### config.mk
export PLATFORM = sky130hd
export DESIGN_NAME = tmr_bank
export DESIGN_NICKNAME = d
export VERILOG_FILES = /design/src/rtl/tmr_pkg.sv /design/src/rtl/tmr_chan.sv /design/src/rtl/tmr_wide.sv /design/src/rtl/tmr_bank.sv
export SDC_FILE = /design/constraint.sdc
export NUM_CORES = 1
export LEC_CHECK = 0
export ABC_AREA = 1
export BUFFER_PORTS_ARGS = -buffer_cell sky130_fd_sc_hd__buf_4
export CAP_MARGIN = 25
export CORE_MARGIN = 4
export CORE_UTILIZATION = 51
export DETAILED_ROUTE_END_ITERATION = 10
export GPL_ROUTABILITY_DRIVEN = 0
export GPL_TIMING_DRIVEN = 1
export PLACE_DENSITY = 0.8
export SLEW_MARGIN = 20
export SYNTH_ARGS = -nofsm -noshare
export SYNTH_HDL_FRONTEND = slang
export SYNTH_SLANG_ARGS = --single-unit
### constraint.sdc
create_clock -name clk -period 2.25 [get_ports clk]
set_input_delay 0.3375 -clock clk [delete_from_list [all_inputs] [get_ports clk]]
set_output_delay 0.3375 -clock clk [all_outputs]
set_load 0.05 [all_outputs]
### src/rtl/tmr_pkg.sv
package tmr_pkg;

    typedef enum logic {CH_IDLE, CH_COUNT} ch_state_e;
    typedef enum logic {IRQ_QUIET, IRQ_PENDING} irq_state_e;
    typedef enum logic {FR_HALT, FR_RUN} fr_state_e;

    localparam int CTRL_RUN_BIT  = 7;
    localparam int CTRL_PER_BIT  = 6;
    localparam int CTRL_SLOW_BIT = 3;
    localparam int FREE_RUN_BIT  = 8;

    localparam logic [1:0] REG_RELOAD = 2'd0;
    localparam logic [1:0] REG_VALUE  = 2'd1;
    localparam logic [1:0] REG_CTRL   = 2'd2;
    localparam logic [1:0] REG_ACK    = 2'd3;

endpackage

### src/rtl/tmr_chan.sv
module tmr_chan
    import tmr_pkg::*;
#(
    parameter int W      = 16,
    parameter int DATA_W = 32
) (
    input  logic              clk,
    input  logic              rst_n,
    input  logic              wr_reload,
    input  logic              wr_ctrl,
    input  logic              wr_ack,
    input  logic [DATA_W-1:0] wdata,
    input  logic              tick_slow,
    input  logic              tick_alt,
    output logic [W-1:0]      count,
    output logic [W-1:0]      reload,
    output logic [7:0]        ctrl_rd,
    output logic              irq
);

    ch_state_e  run_q, run_d;
    irq_state_e irq_q, irq_d;
    logic       periodic_q;
    logic       slow_q;
    logic [W-1:0] cnt_q;
    logic [W-1:0] reload_q;
    logic       tick_sel;
    logic       step;
    logic       underflow;

    assign tick_sel  = slow_q ? tick_slow : tick_alt;
    assign step      = (run_q == CH_COUNT) && tick_sel && !wr_reload;
    assign underflow = step && (cnt_q == '0);

    // run state machine
    always_comb begin
        run_d = run_q;
        unique case (run_q)
            CH_IDLE:  if (wr_ctrl && wdata[CTRL_RUN_BIT])  run_d = CH_COUNT;
            CH_COUNT: if (wr_ctrl && !wdata[CTRL_RUN_BIT]) run_d = CH_IDLE;
            default:  run_d = CH_IDLE;
        endcase
    end

    // interrupt state machine
    always_comb begin
        irq_d = irq_q;
        unique case (irq_q)
            IRQ_QUIET:   if (underflow)            irq_d = IRQ_PENDING;
            IRQ_PENDING: if (wr_ack && !underflow) irq_d = IRQ_QUIET;
            default:     irq_d = IRQ_QUIET;
        endcase
    end

    always_ff @(posedge clk) begin
        if (!rst_n) begin
            run_q <= CH_IDLE;
            irq_q <= IRQ_QUIET;
        end else begin
            run_q <= run_d;
            irq_q <= irq_d;
        end
    end

    // datapath registers
    always_ff @(posedge clk) begin
        if (!rst_n) begin
            periodic_q <= 1'b0;
            slow_q     <= 1'b0;
            reload_q   <= '0;
            cnt_q      <= '0;
        end else begin
            if (wr_ctrl) begin
                periodic_q <= wdata[CTRL_PER_BIT];
                slow_q     <= wdata[CTRL_SLOW_BIT];
            end
            if (wr_reload) begin
                reload_q <= wdata[W-1:0];
                cnt_q    <= wdata[W-1:0];
            end else if (step) begin
                if (cnt_q == '0) cnt_q <= periodic_q ? reload_q : '1;
                else             cnt_q <= cnt_q - 1'b1;
            end
        end
    end

    // outputs
    always_comb begin
        ctrl_rd                = '0;
        ctrl_rd[CTRL_RUN_BIT]  = (run_q == CH_COUNT);
        ctrl_rd[CTRL_PER_BIT]  = periodic_q;
        ctrl_rd[CTRL_SLOW_BIT] = slow_q;
        count                  = cnt_q;
        reload                 = reload_q;
        irq                    = (irq_q == IRQ_PENDING);
    end

endmodule

### src/rtl/tmr_wide.sv
module tmr_wide
    import tmr_pkg::*;
#(
    parameter int W      = 40,
    parameter int DATA_W = 32
) (
    input  logic              clk,
    input  logic              rst_n,
    input  logic              wr_hi,
    input  logic [DATA_W-1:0] wdata,
    input  logic              tick_fast,
    output logic [W-1:0]      count,
    output logic              running
);

    fr_state_e st_q, st_d;
    logic [W-1:0] cnt_q;

    always_comb begin
        st_d = st_q;
        unique case (st_q)
            FR_HALT: if (wr_hi && wdata[FREE_RUN_BIT])  st_d = FR_RUN;
            FR_RUN:  if (wr_hi && !wdata[FREE_RUN_BIT]) st_d = FR_HALT;
            default: st_d = FR_HALT;
        endcase
    end

    always_ff @(posedge clk) begin
        if (!rst_n) st_q <= FR_HALT;
        else        st_q <= st_d;
    end

    always_ff @(posedge clk) begin
        if (!rst_n)                           cnt_q <= '0;
        else if (st_q == FR_RUN && tick_fast) cnt_q <= cnt_q + 1'b1;
    end

    always_comb begin
        count   = cnt_q;
        running = (st_q == FR_RUN);
    end

endmodule

### src/rtl/tmr_bank.sv
module tmr_bank
    import tmr_pkg::*;
#(
    parameter int NARROW_W = 16,
    parameter int BROAD_W  = 32,
    parameter int FREE_W   = 40,
    parameter int NCH      = 3,
    parameter int ADDR_W   = 4
) (
    input  logic              clk,
    input  logic              rst_n,
    input  logic              bus_wr,
    input  logic [ADDR_W-1:0] bus_addr,
    input  logic [31:0]       bus_wdata,
    output logic [31:0]       bus_rdata,
    input  logic              tick_slow,
    input  logic              tick_alt,
    input  logic              tick_fast,
    output logic [NCH-1:0]    irq
);

    localparam int DATA_W = 32;
    localparam int LOW_W  = 32;
    localparam int HI_W   = FREE_W - LOW_W;
    localparam logic [ADDR_W-1:0] FREE_LO_ADDR = ADDR_W'(4 * NCH);
    localparam logic [ADDR_W-1:0] FREE_HI_ADDR = ADDR_W'(4 * NCH + 1);

    logic [ADDR_W-3:0] ch_idx;
    logic [1:0]        reg_idx;
    logic [BROAD_W-1:0] count_ext  [NCH];
    logic [BROAD_W-1:0] reload_ext [NCH];
    logic [7:0]         ctrl_rd    [NCH];
    logic [FREE_W-1:0]  free_count;
    logic               free_running;
    logic               wr_free_hi;

    assign ch_idx     = bus_addr[ADDR_W-1:2];
    assign reg_idx    = bus_addr[1:0];
    assign wr_free_hi = bus_wr && (bus_addr == FREE_HI_ADDR);

    for (genvar g = 0; g < NCH; g++) begin : g_ch
        localparam int CW = (g == NCH - 1) ? BROAD_W : NARROW_W;
        logic          hit;
        logic [CW-1:0] cnt_w;
        logic [CW-1:0] rld_w;

        assign hit = bus_wr && (ch_idx == (ADDR_W-2)'(g));

        tmr_chan #(.W(CW), .DATA_W(DATA_W)) u_chan (
            .clk       (clk),
            .rst_n     (rst_n),
            .wr_reload (hit && reg_idx == REG_RELOAD),
            .wr_ctrl   (hit && reg_idx == REG_CTRL),
            .wr_ack    (hit && reg_idx == REG_ACK),
            .wdata     (bus_wdata),
            .tick_slow (tick_slow),
            .tick_alt  (tick_alt),
            .count     (cnt_w),
            .reload    (rld_w),
            .ctrl_rd   (ctrl_rd[g]),
            .irq       (irq[g])
        );

        assign count_ext[g]  = BROAD_W'(cnt_w);
        assign reload_ext[g] = BROAD_W'(rld_w);
    end

    tmr_wide #(.W(FREE_W), .DATA_W(DATA_W)) u_wide (
        .clk       (clk),
        .rst_n     (rst_n),
        .wr_hi     (wr_free_hi),
        .wdata     (bus_wdata),
        .tick_fast (tick_fast),
        .count     (free_count),
        .running   (free_running)
    );

    always_comb begin
        bus_rdata = '0;
        for (int i = 0; i < NCH; i++) begin
            if (ch_idx == (ADDR_W-2)'(i)) begin
                unique case (reg_idx)
                    REG_RELOAD: bus_rdata = DATA_W'(reload_ext[i]);
                    REG_VALUE:  bus_rdata = DATA_W'(count_ext[i]);
                    REG_CTRL:   bus_rdata = DATA_W'(ctrl_rd[i]);
                    default:    bus_rdata = '0;
                endcase
            end
        end
        if (bus_addr == FREE_LO_ADDR) begin
            bus_rdata = free_count[LOW_W-1:0];
        end else if (bus_addr == FREE_HI_ADDR) begin
            bus_rdata               = '0;
            bus_rdata[HI_W-1:0]     = free_count[FREE_W-1:LOW_W];
            bus_rdata[FREE_RUN_BIT] = free_running;
        end
    end

endmodule

; ---- Yosys cells after proc, flatten, opt, wreduce, memory -nomap -nowiden
; Cells that the tools add are included.
[op_classes]
n_addsub = 4
eq_ne = 7
n_mux = 44
bitwise_logic = 7
n_reduce_logical = 50
[op_table]
columns = cell, count
row1 = $mux W32, 8
row2 = $mux W16, 9
row3 = $pmux W16 S3, 2
row4 = $pmux W32 S3, 1
row5 = $add A40 B1 Y40 const B, 1
row6 = $logic_and A1 B1 Y1, 34
row7 = $logic_not A16 Y1, 2
row8 = $logic_not A32 Y1, 1
row9 = $sub A16 B1 Y16 const B, 2
row10 = $sub A32 B1 Y32 const B, 1
row11 = $mux W1, 17
row12 = $pmux W1 S2, 7
row13 = $eq A4 B4 Y1 const B, 2
row14 = $logic_not A1 Y1, 8
row15 = $not A1 Y1, 7
row16 = $eq A2 B2 Y1 const B, 3
row17 = $reduce_bool A2 Y1, 3
row18 = $eq A2 B1 Y1 const B, 2
row19 = $logic_not A2 Y1, 2
[totals]
regBits = 181
in_bits = 42
out_inout_bits = 35
wordCells = 132

; ---- Longest topological paths before layout
; Gate-level depths: netlist of the first run.
[depth]
ltp_word = 10
depth_mapped = 13
depth_no_buf = 13

; ---- Cells and area by module
; Synthesis of the first run repeated with hierarchy kept, for this count alone.
[hier_totals]
hier_cells = 2077
hier_area_um2 = 12413.2
[modules_own_cells]
columns = module, instances, cells_each, area_each_um2
row1 = tmr_chan at g_ch[0].u_chan ..., 2, 337, 2104.5
row2 = tmr_chan at g_ch[2].u_chan, 1, 656, 4131.5
row3 = tmr_wide, 1, 342, 2252.2
row4 = tmr_bank, 1, 405, 1820.5

; ---- Worst setup path before layout of the first run
; Ideal clock, no wire load.
[synth_path]
path_type = input to output
from = in bus_addr[0]
to = out bus_rdata[10]
arrival_time_ns = 2.322
t_required_ns = 1.913
setup_slack_ns = -0.409
stages = 7
path_cell_list = inv_1 -> nand2_2 -> buf_6 -> nor2_4 -> clkinv_1 -> clkbuf_1 -> o21ai_0
[synth_via]
elab_chain_cells = 7
word_cells_on_any_way = 13
classes_between = 4 x eq/ne / 8 x mux / 1 x reduce/logical
[synth_lines]
columns = element, line
row1 = from (decl), tmr_bank.sv:13  ; input logic [ADDR_W-1:0] bus_addr,
row2 = "$eq A2 B2 Y1, or another cell as far along", tmr_bank.sv:82  ; unique case (reg_idx)
row3 = $pmux W16 S3, tmr_bank.sv:82
row4 = $mux W16, tmr_bank.sv:81  ; if (ch_idx == (ADDR_W-2)'(i)) begin
row5 = $mux W32 (2 in a row), tmr_bank.sv:81
row6 = $mux W32, tmr_bank.sv:92  ; end else if (bus_addr == FREE_HI_ADDR) begin
row7 = $mux W32 *, tmr_bank.sv:90  ; if (bus_addr == FREE_LO_ADDR) begin
row8 = to (decl), tmr_bank.sv:15  ; output logic [31:0] bus_rdata,
; Every way passes the cells marked *; elsewhere a longest branch is shown, timed or not.

; ---- Final worst setup path of the first run
[layout_path]
from = reg g_ch[2].u_chan.periodic_q
to = out bus_rdata[6]
[layout_via]
elab_chain_cells = 4
[layout_lines]
columns = element, line
row1 = from (decl), tmr_chan.sv:23  ; logic periodic_q;
row2 = from (signal assigned), tmr_chan.sv:74  ; periodic_q <= wdata[CTRL_PER_BIT];
row3 = $pmux W32 S3, tmr_bank.sv:82
row4 = $mux W32, tmr_bank.sv:81
row5 = $mux W32, tmr_bank.sv:92
row6 = $mux W32, tmr_bank.sv:90
; No other way between the ends.

==> flow_metrics.tcl, run 1 <==
set metrics [dict create \
    ys_warn_count 0 \
    synth.cell_area_um2 11300 \
    cts.root.buffer_cell "clkbuf_16" \
    groute.usage.overall_pct 32.9 \
    wire_length_of_the_first_global_routing_pass_um 65100 \
    cts_tree "done" \
    worst_setup_path_start_kind "flop" \
    reg2regPathDepth 11 \
    wire_per_inst_um 18.2 \
    async_flop_share_pct 0 \
    worstReg2RegStart "u_wide.count[0]$_SDFFE_PN0P_" \
    antenna_cell_count 0 \
    antenna_violations_before_repair 0 \
    dpl_cell_area_um2 12500 \
    drive_above_1_share_pct 11.2 \
    holdBufCountCts 0 \
    ys_dominant_reg_cell "dfxtp_1" \
    drt-total-wl_um 40900 \
    synth_nets 1926 \
    overflow 0 \
    yosys_register_bits 181 \
    num-nets-final 2010 \
    drt_drc_violations_left 0 \
    regToRegSetupSlack_ps 120 \
    htree_levels 4 \
    grt_max_degree 56 \
    max_slew_margin_pct 48.3 \
    top_level_ports 77 \
    layout_worst_path_cycle_share_pct 99.7 \
    p_leak_nw 5.32 \
    dieHeight_um 157 \
    setup_viol_count_final 0 \
    die_w_um 157 \
    post_route_insts_no_fill 2253 \
    placed_cells 2219 \
    hp-class "input pin to flop" \
    final.setup_skew_ps 11.2 \
    r2r_end "u_wide.count[20]$_SDFFE_PN0P_" \
    whs_ps 178 \
    crit_end "bus_rdata[6]" \
    final.setup.worst_slack_ps 7.49 \
    pre_cts_ws_ps 49.0 \
    routed_via_density 5.96 \
    run_status "finished, final reports clean" \
    drt_pass1_iterations 9 \
    crit_path_max_fanout 9 \
    fp.coreArea_um2 21800 \
    first_global_vias 12500 \
    distinct_cells_synth 43 \
    tightest_slew_ps 775 \
    maxSlewViolCount 0 \
    synth_edf_count 0 \
    clk-insertion-delay-late_ps 440 \
    crit_start "g_ch[2].u_chan.periodic_q$_SDFFE_PN0P_" \
    synth_area_per_cell_um2 6.05 \
    timing.setup.tns_ps 0 \
    cts_buffers 17 \
    area_growth_syn_to_layout_pct 16.6 \
    critPathArrivalTime_ps 1910 \
    max-vdd-ir-drop_uv 420 \
    worstPathRequired_ps 1910 \
    initial_core_util_pct 52.0 \
    clkSlewWorstSetupHoldPaths_ps 70 \
    rsz_0062_raised_after_global_routing "yes" \
    syn-instance-count 1877 \
    rows 54 \
    fp.dieArea_um2 24700 \
    final_antenna_net_count 0 \
    detailed_place_hpwl_um 30300 \
    maxCapViolations 0 \
    critical_path.endpoint_type "output port" \
    buffer_ports.inserted 76 \
    numClockSinks 181 \
    clock_tree.buffer_depth 2 \
    final.min_clock_period_ps 2240 \
    critPathKind "flop to output port" \
    power_density_of_the_placed_cells_nw_per_um2 645 \
    final_hold_vio_count 0 \
    finalInstanceArea_um2 13200 \
    utilization_pct 60.6 \
    total_power_mw 8.53 \
    fmaxAchievable_ghz 0.446 \
    routed-via-count 13400 \
    ys_seq_area_share_pct 31.9 \
    detailedRoute.firstIterationViolations 1955 \
]
[power breakdown]
group	total [mW]	switching, mW	leakage [nW]	internal, mW
Combinational	1.75	1.18	3.54	0.570
Sequential	3.31	0.0538	1.46	3.26
Clock	3.47	1.33	0.318	2.14
Total	8.53	2.56	5.32	5.97
[cell usage after synthesis, types with 3 or more instances]
cell type / number / area share (%)
a22oi_1: 5 / 0.33
nor2_1: 206 / 6.8
o221ai_1: 6 / 0.46
buf_4: 8 / 0.53
dfxtp_1: 181 / 32
xor2_1: 26 / 2.0
a21oi_1: 175 / 7.7
o22ai_1: 27 / 1.5
o2111ai_1: 3 / 0.23
nand2_2: 7 / 0.39
buf_6: 3 / 0.30
ha_1: 7 / 0.77
clkbuf_1: 43 / 1.4
o21a_1: 4 / 0.26
nand2_1: 519 / 17
nor2_4: 5 / 0.50
inv_2: 4 / 0.13
nand3_1: 102 / 4.5
nor3_1: 23 / 1.0
nor2_2: 6 / 0.33
inv_1: 230 / 7.6
o211ai_1: 11 / 0.73
a41oi_1: 3 / 0.23
o21ai_0: 190 / 8.4
a31oi_1: 14 / 0.77
nand4_1: 29 / 1.6
buf_2: 16 / 0.71
nor3b_1: 3 / 0.20
[worst max-delay path, cell delays in order (launching register included)]
cell and delay [ps]:
dfxtp_1 310, inv_1 310, o22ai_1 160, o21ai_1 300
a41oi_2 160, buf_4 220
[repair_timing]
| action | CTS | global route |
|---|---|---|
| endpoints found under the setup margin | 3 | 25 |
| gates resized for setup | 6 | 18 |
| endpoints found under the hold margin | 0 | 0 |
| setup buffers | 0 | 3 |
[worst min path at each step]
stage                                                      start                                     end  slack [ps]  cells after the start
after floorplan            g_ch[2].u_chan.reload[0]$_SDFFE_PN0P_   g_ch[2].u_chan.reload[0]$_SDFFE_PN0P_         440                      2
after global placement    g_ch[1].u_chan.reload[12]$_SDFFE_PN0P_  g_ch[1].u_chan.reload[12]$_SDFFE_PN0P_         450                      2
after detailed placement   g_ch[2].u_chan.reload[6]$_SDFFE_PN0P_   g_ch[2].u_chan.reload[6]$_SDFFE_PN0P_         450                      2
after CTS                                          bus_wdata[19]  g_ch[2].u_chan.reload[19]$_SDFFE_PN0P_         180                      3
after global routing                               bus_wdata[16]  g_ch[2].u_chan.reload[16]$_SDFFE_PN0P_         190                      3
final                                              bus_wdata[17]  g_ch[2].u_chan.reload[17]$_SDFFE_PN0P_         180                      3
[flip-flops by register name, summed over array words and instances (netlist names), named ones only]
signal and count:
u_wide.count 40, g_ch.u_chan.periodic_q 3, g_ch.u_chan.slow_q 3, g_ch.u_chan.count 64
g_ch.u_chan.irq 3, g_ch.u_chan.reload 64
[metal layers]
layer | vias to the layer above | part of all wire, % | GRT usage (%)
met5 | - | 0 | 0
met4 | 0 | 6.4 | 18.9
met3 | 169 | 11 | 6.13
met2 | 891 | 44 | 50.7
met1 | 6100 | 39 | 43.2
li1 | 6276 | - | -
[area by class of cell]
class	count	area (µm²)
clock buffer	23	468
clock inverter	8	196
fill	2047	8590
inverter	236	892
multi-input combinational	1389	6600
sequential	181	3620
tap	280	350
timing repair buffer	136	1100
[cells by family after synthesis]
| family | Yosys count | share of synthesized area [%] |
|---|---|---|
| simple gates | 908 | 33.2 |
| fa+ha+maj | 7 | 0.772 |
| buf+inv | 307 | 10.8 |
| xor+xnor | 28 | 2.16 |
| flops | 181 | 31.9 |
| compound gates | 446 | 21.2 |
[layout by cell type, fill, tap and decap left out, types with 23 or more instances in the layout]
| cell | count |
|---|---|
| nand4_1 | 29 |
| a21oi_1 | 173 |
| nand2_1 | 515 |
| nor2_1 | 200 |
| nor3_1 | 23 |
| o22ai_1 | 27 |
| buf_4 | 129 |
| dfxtp_1 | 180 |
| nand3_1 | 102 |
| inv_1 | 226 |
| o21ai_0 | 166 |
| xor2_1 | 26 |
(Power assumes the default switching activity.)
==> run 2: changes to the inputs <==
Settings changed: SETUP_SLACK_MARGIN set to 0.3.
==> flow_metrics.tcl, run 2 (same netlist as run 1, synthesis figures left out) <==
set metrics [dict create \
    run_status "finished, final reports clean" \
    cts_tree "done" \
    initial_core_util_pct 52.0 \
    fp.dieArea_um2 24700 \
    final_common_cell "nand2_1" \
    buffer_ports.inserted 76 \
    max_slew_margin_pct 46.5 \
    grt_max_degree 56 \
    maxSlewViolCount 0 \
    tightest_slew_ps 799 \
    wire_length_of_the_first_global_routing_pass_um 63900 \
    multi_input_comb_area_um2 7300 \
    hp-class "input pin to flop" \
    antenna_violations_before_repair 0 \
    drive_above_1_share_pct 21.4 \
    critPathKind "flop to output port" \
    top_level_ports 77 \
    area_growth_syn_to_layout_pct 28.1 \
    sequential_cell_area_um2 3690 \
    critical_path.slowest_cell "a22oi_1" \
    timing.setup.tns_ps 0 \
    final.min_clock_period_ps 2130 \
    cts_buffers 17 \
    dieHeight_um 157 \
    clkSlewWorstSetupHoldPaths_ps 70 \
    drt_pass1_iterations 6 \
    die_w_um 157 \
    detailedRoute.firstIterationViolations 1985 \
    cts.root.buffer_cell "clkbuf_16" \
    overflow 0 \
    detailed_place_hpwl_um 29400 \
    maxCapViolations 0 \
    hold_path_depth 3 \
    number_of_fillers_in_the_final_layout 1818 \
    holdBufCountCts 0 \
    drt-met1-wl_um 16300 \
    drt_drc_violations_left 0 \
    reg2regPathDepth 11 \
    max-vdd-ir-drop_uv 485 \
    path_cells "a22oi_1 > o221ai_2 > nand2_1 > o21ai_2 > buf_6" \
    utilization_pct 66.6 \
    crit_path_max_fanout 4 \
    topRoutingLayerUsed "met4" \
    critical_path.endpoint_type "output port" \
    critPathArrivalTime_ps 1800 \
    rows 54 \
    timing.critical_path.slowest_cell_delay_ps 470 \
    htree_levels 4 \
    power_density_of_the_placed_cells_nw_per_um2 570 \
    rsz_0062_raised_after_global_routing "yes" \
    layout_common_cells "nand2_1, inv_1, nor2_1" \
    path_length_in_cells_of_the_critical_path 5 \
    routed-via-count 13900 \
    worst_setup_path_start_kind "flop" \
    met2_length_um 18700 \
    groute.usage.overall_pct 32.1 \
    drt-total-wl_um 42900 \
    regToRegSetupSlack_ps 380 \
    final_hold_vio_count 0 \
    clock_tree.buffer_depth 2 \
    num-nets-final 2055 \
    critical_path_buffer_and_inverter_count 1 \
    clk-insertion-delay-late_ps 440 \
    cpLargestDelayFamily "compound AO/OA/AOI/OAI gates" \
    fmaxAchievable_ghz 0.469 \
    layout_worst_path_cycle_share_pct 94.8 \
    wire_per_inst_um 18.6 \
    first_global_vias 12400 \
    met3_wirelength_um 5080 \
    final.setup_skew_ps 9.96 \
    routed_via_density 6.06 \
    setup_viol_count_final 0 \
    numClockSinks 181 \
    worstPathRequired_ps 1910 \
    fp.coreArea_um2 21800 \
    antenna_cell_count 0 \
    p_leak_nw 5.72 \
    final_antenna_net_count 0 \
]
run 2: cell types whose count changed in the layout (fill, tap and decap cells not counted), sizes merged:
cell | previous run | this run
clkinvlp | 2 | 8
clkinv | 3 | 6
buf | 136 | 176
inv | 233 | 235
clkbuf | 23 | 22
dlymetal6s2s | 0 | 1
bufinv | 6 | 1
run 2: final cells by class:
class / count / share of cell area, %
clock buffer: 19 / 3.05
clock inverter: 13 / 0.844
inverter: 236 / 6.47
multi-input combinational: 1389 / 50.3
sequential: 181 / 25.4
tap: 280 / 2.41
timing repair buffer: 180 / 11.5
timing repair inverter: 1 / 0.0517
run 2: worst paths after layout:
path	from	to
hold reg to reg	g_ch[1].u_chan.reload[7]$_SDFFE_PN0P_	g_ch[1].u_chan.reload[7]$_SDFFE_PN0P_
setup / recovery	g_ch[1].u_chan.count[10]$_SDFFE_PN0P_	bus_rdata[10]
setup reg to reg	u_wide.count[1]$_SDFFE_PN0P_	u_wide.count[32]$_SDFFE_PN0P_
hold / removal	bus_wdata[18]	g_ch[2].u_chan.reload[18]$_SDFFE_PN0P_
run 2: metrics by stage:
| stage | std cells | area, µm² | hold slack, ps | setup WS [ps] | total power, mW |
|---|---|---|---|---|---|
| after global placement | 2219 | 12800 | 448 | 97.1 | 5.04 |
| after detailed placement | 2219 | 12800 | 452 | 70.1 | 5.06 |
| final | 2299 | 14500 | 175 | 117 | 8.29 |
| after CTS | 2261 | 13800 | 175 | 259 | 8.04 |
| after floorplan | 1877 | 11700 | 439 | 86.2 | 4.55 |
| after global routing | 2299 | 14500 | 178 | 110 | 8.62 |
run 2: where the power goes:
part           switching (mW)  total, mW  internal [mW]
Sequential             0.0560       3.31           3.25
Combinational            1.30       2.00          0.706
Clock                    1.40       2.97           1.57
run 2: metal layers:
layer,GRT usage (%),vias to the layer above
met4,16.9,0
met1,42.2,6328
met2,50.1,978
met5,0,-
li1,-,6407
met3,6.38,230
run 2: what timing repair did:
item,in CTS,in global routing
gates cloned,1,4
endpoints found under the hold margin,0,0
gates resized for setup,147,137
setup endpoints to repair,44,87
buffers inserted,9,34
pin swaps,11,23
run 2: tightest hold or removal path: stages:
cell and delay, ps:
buf_4 110, nand2_1 70, a21oi_1 60
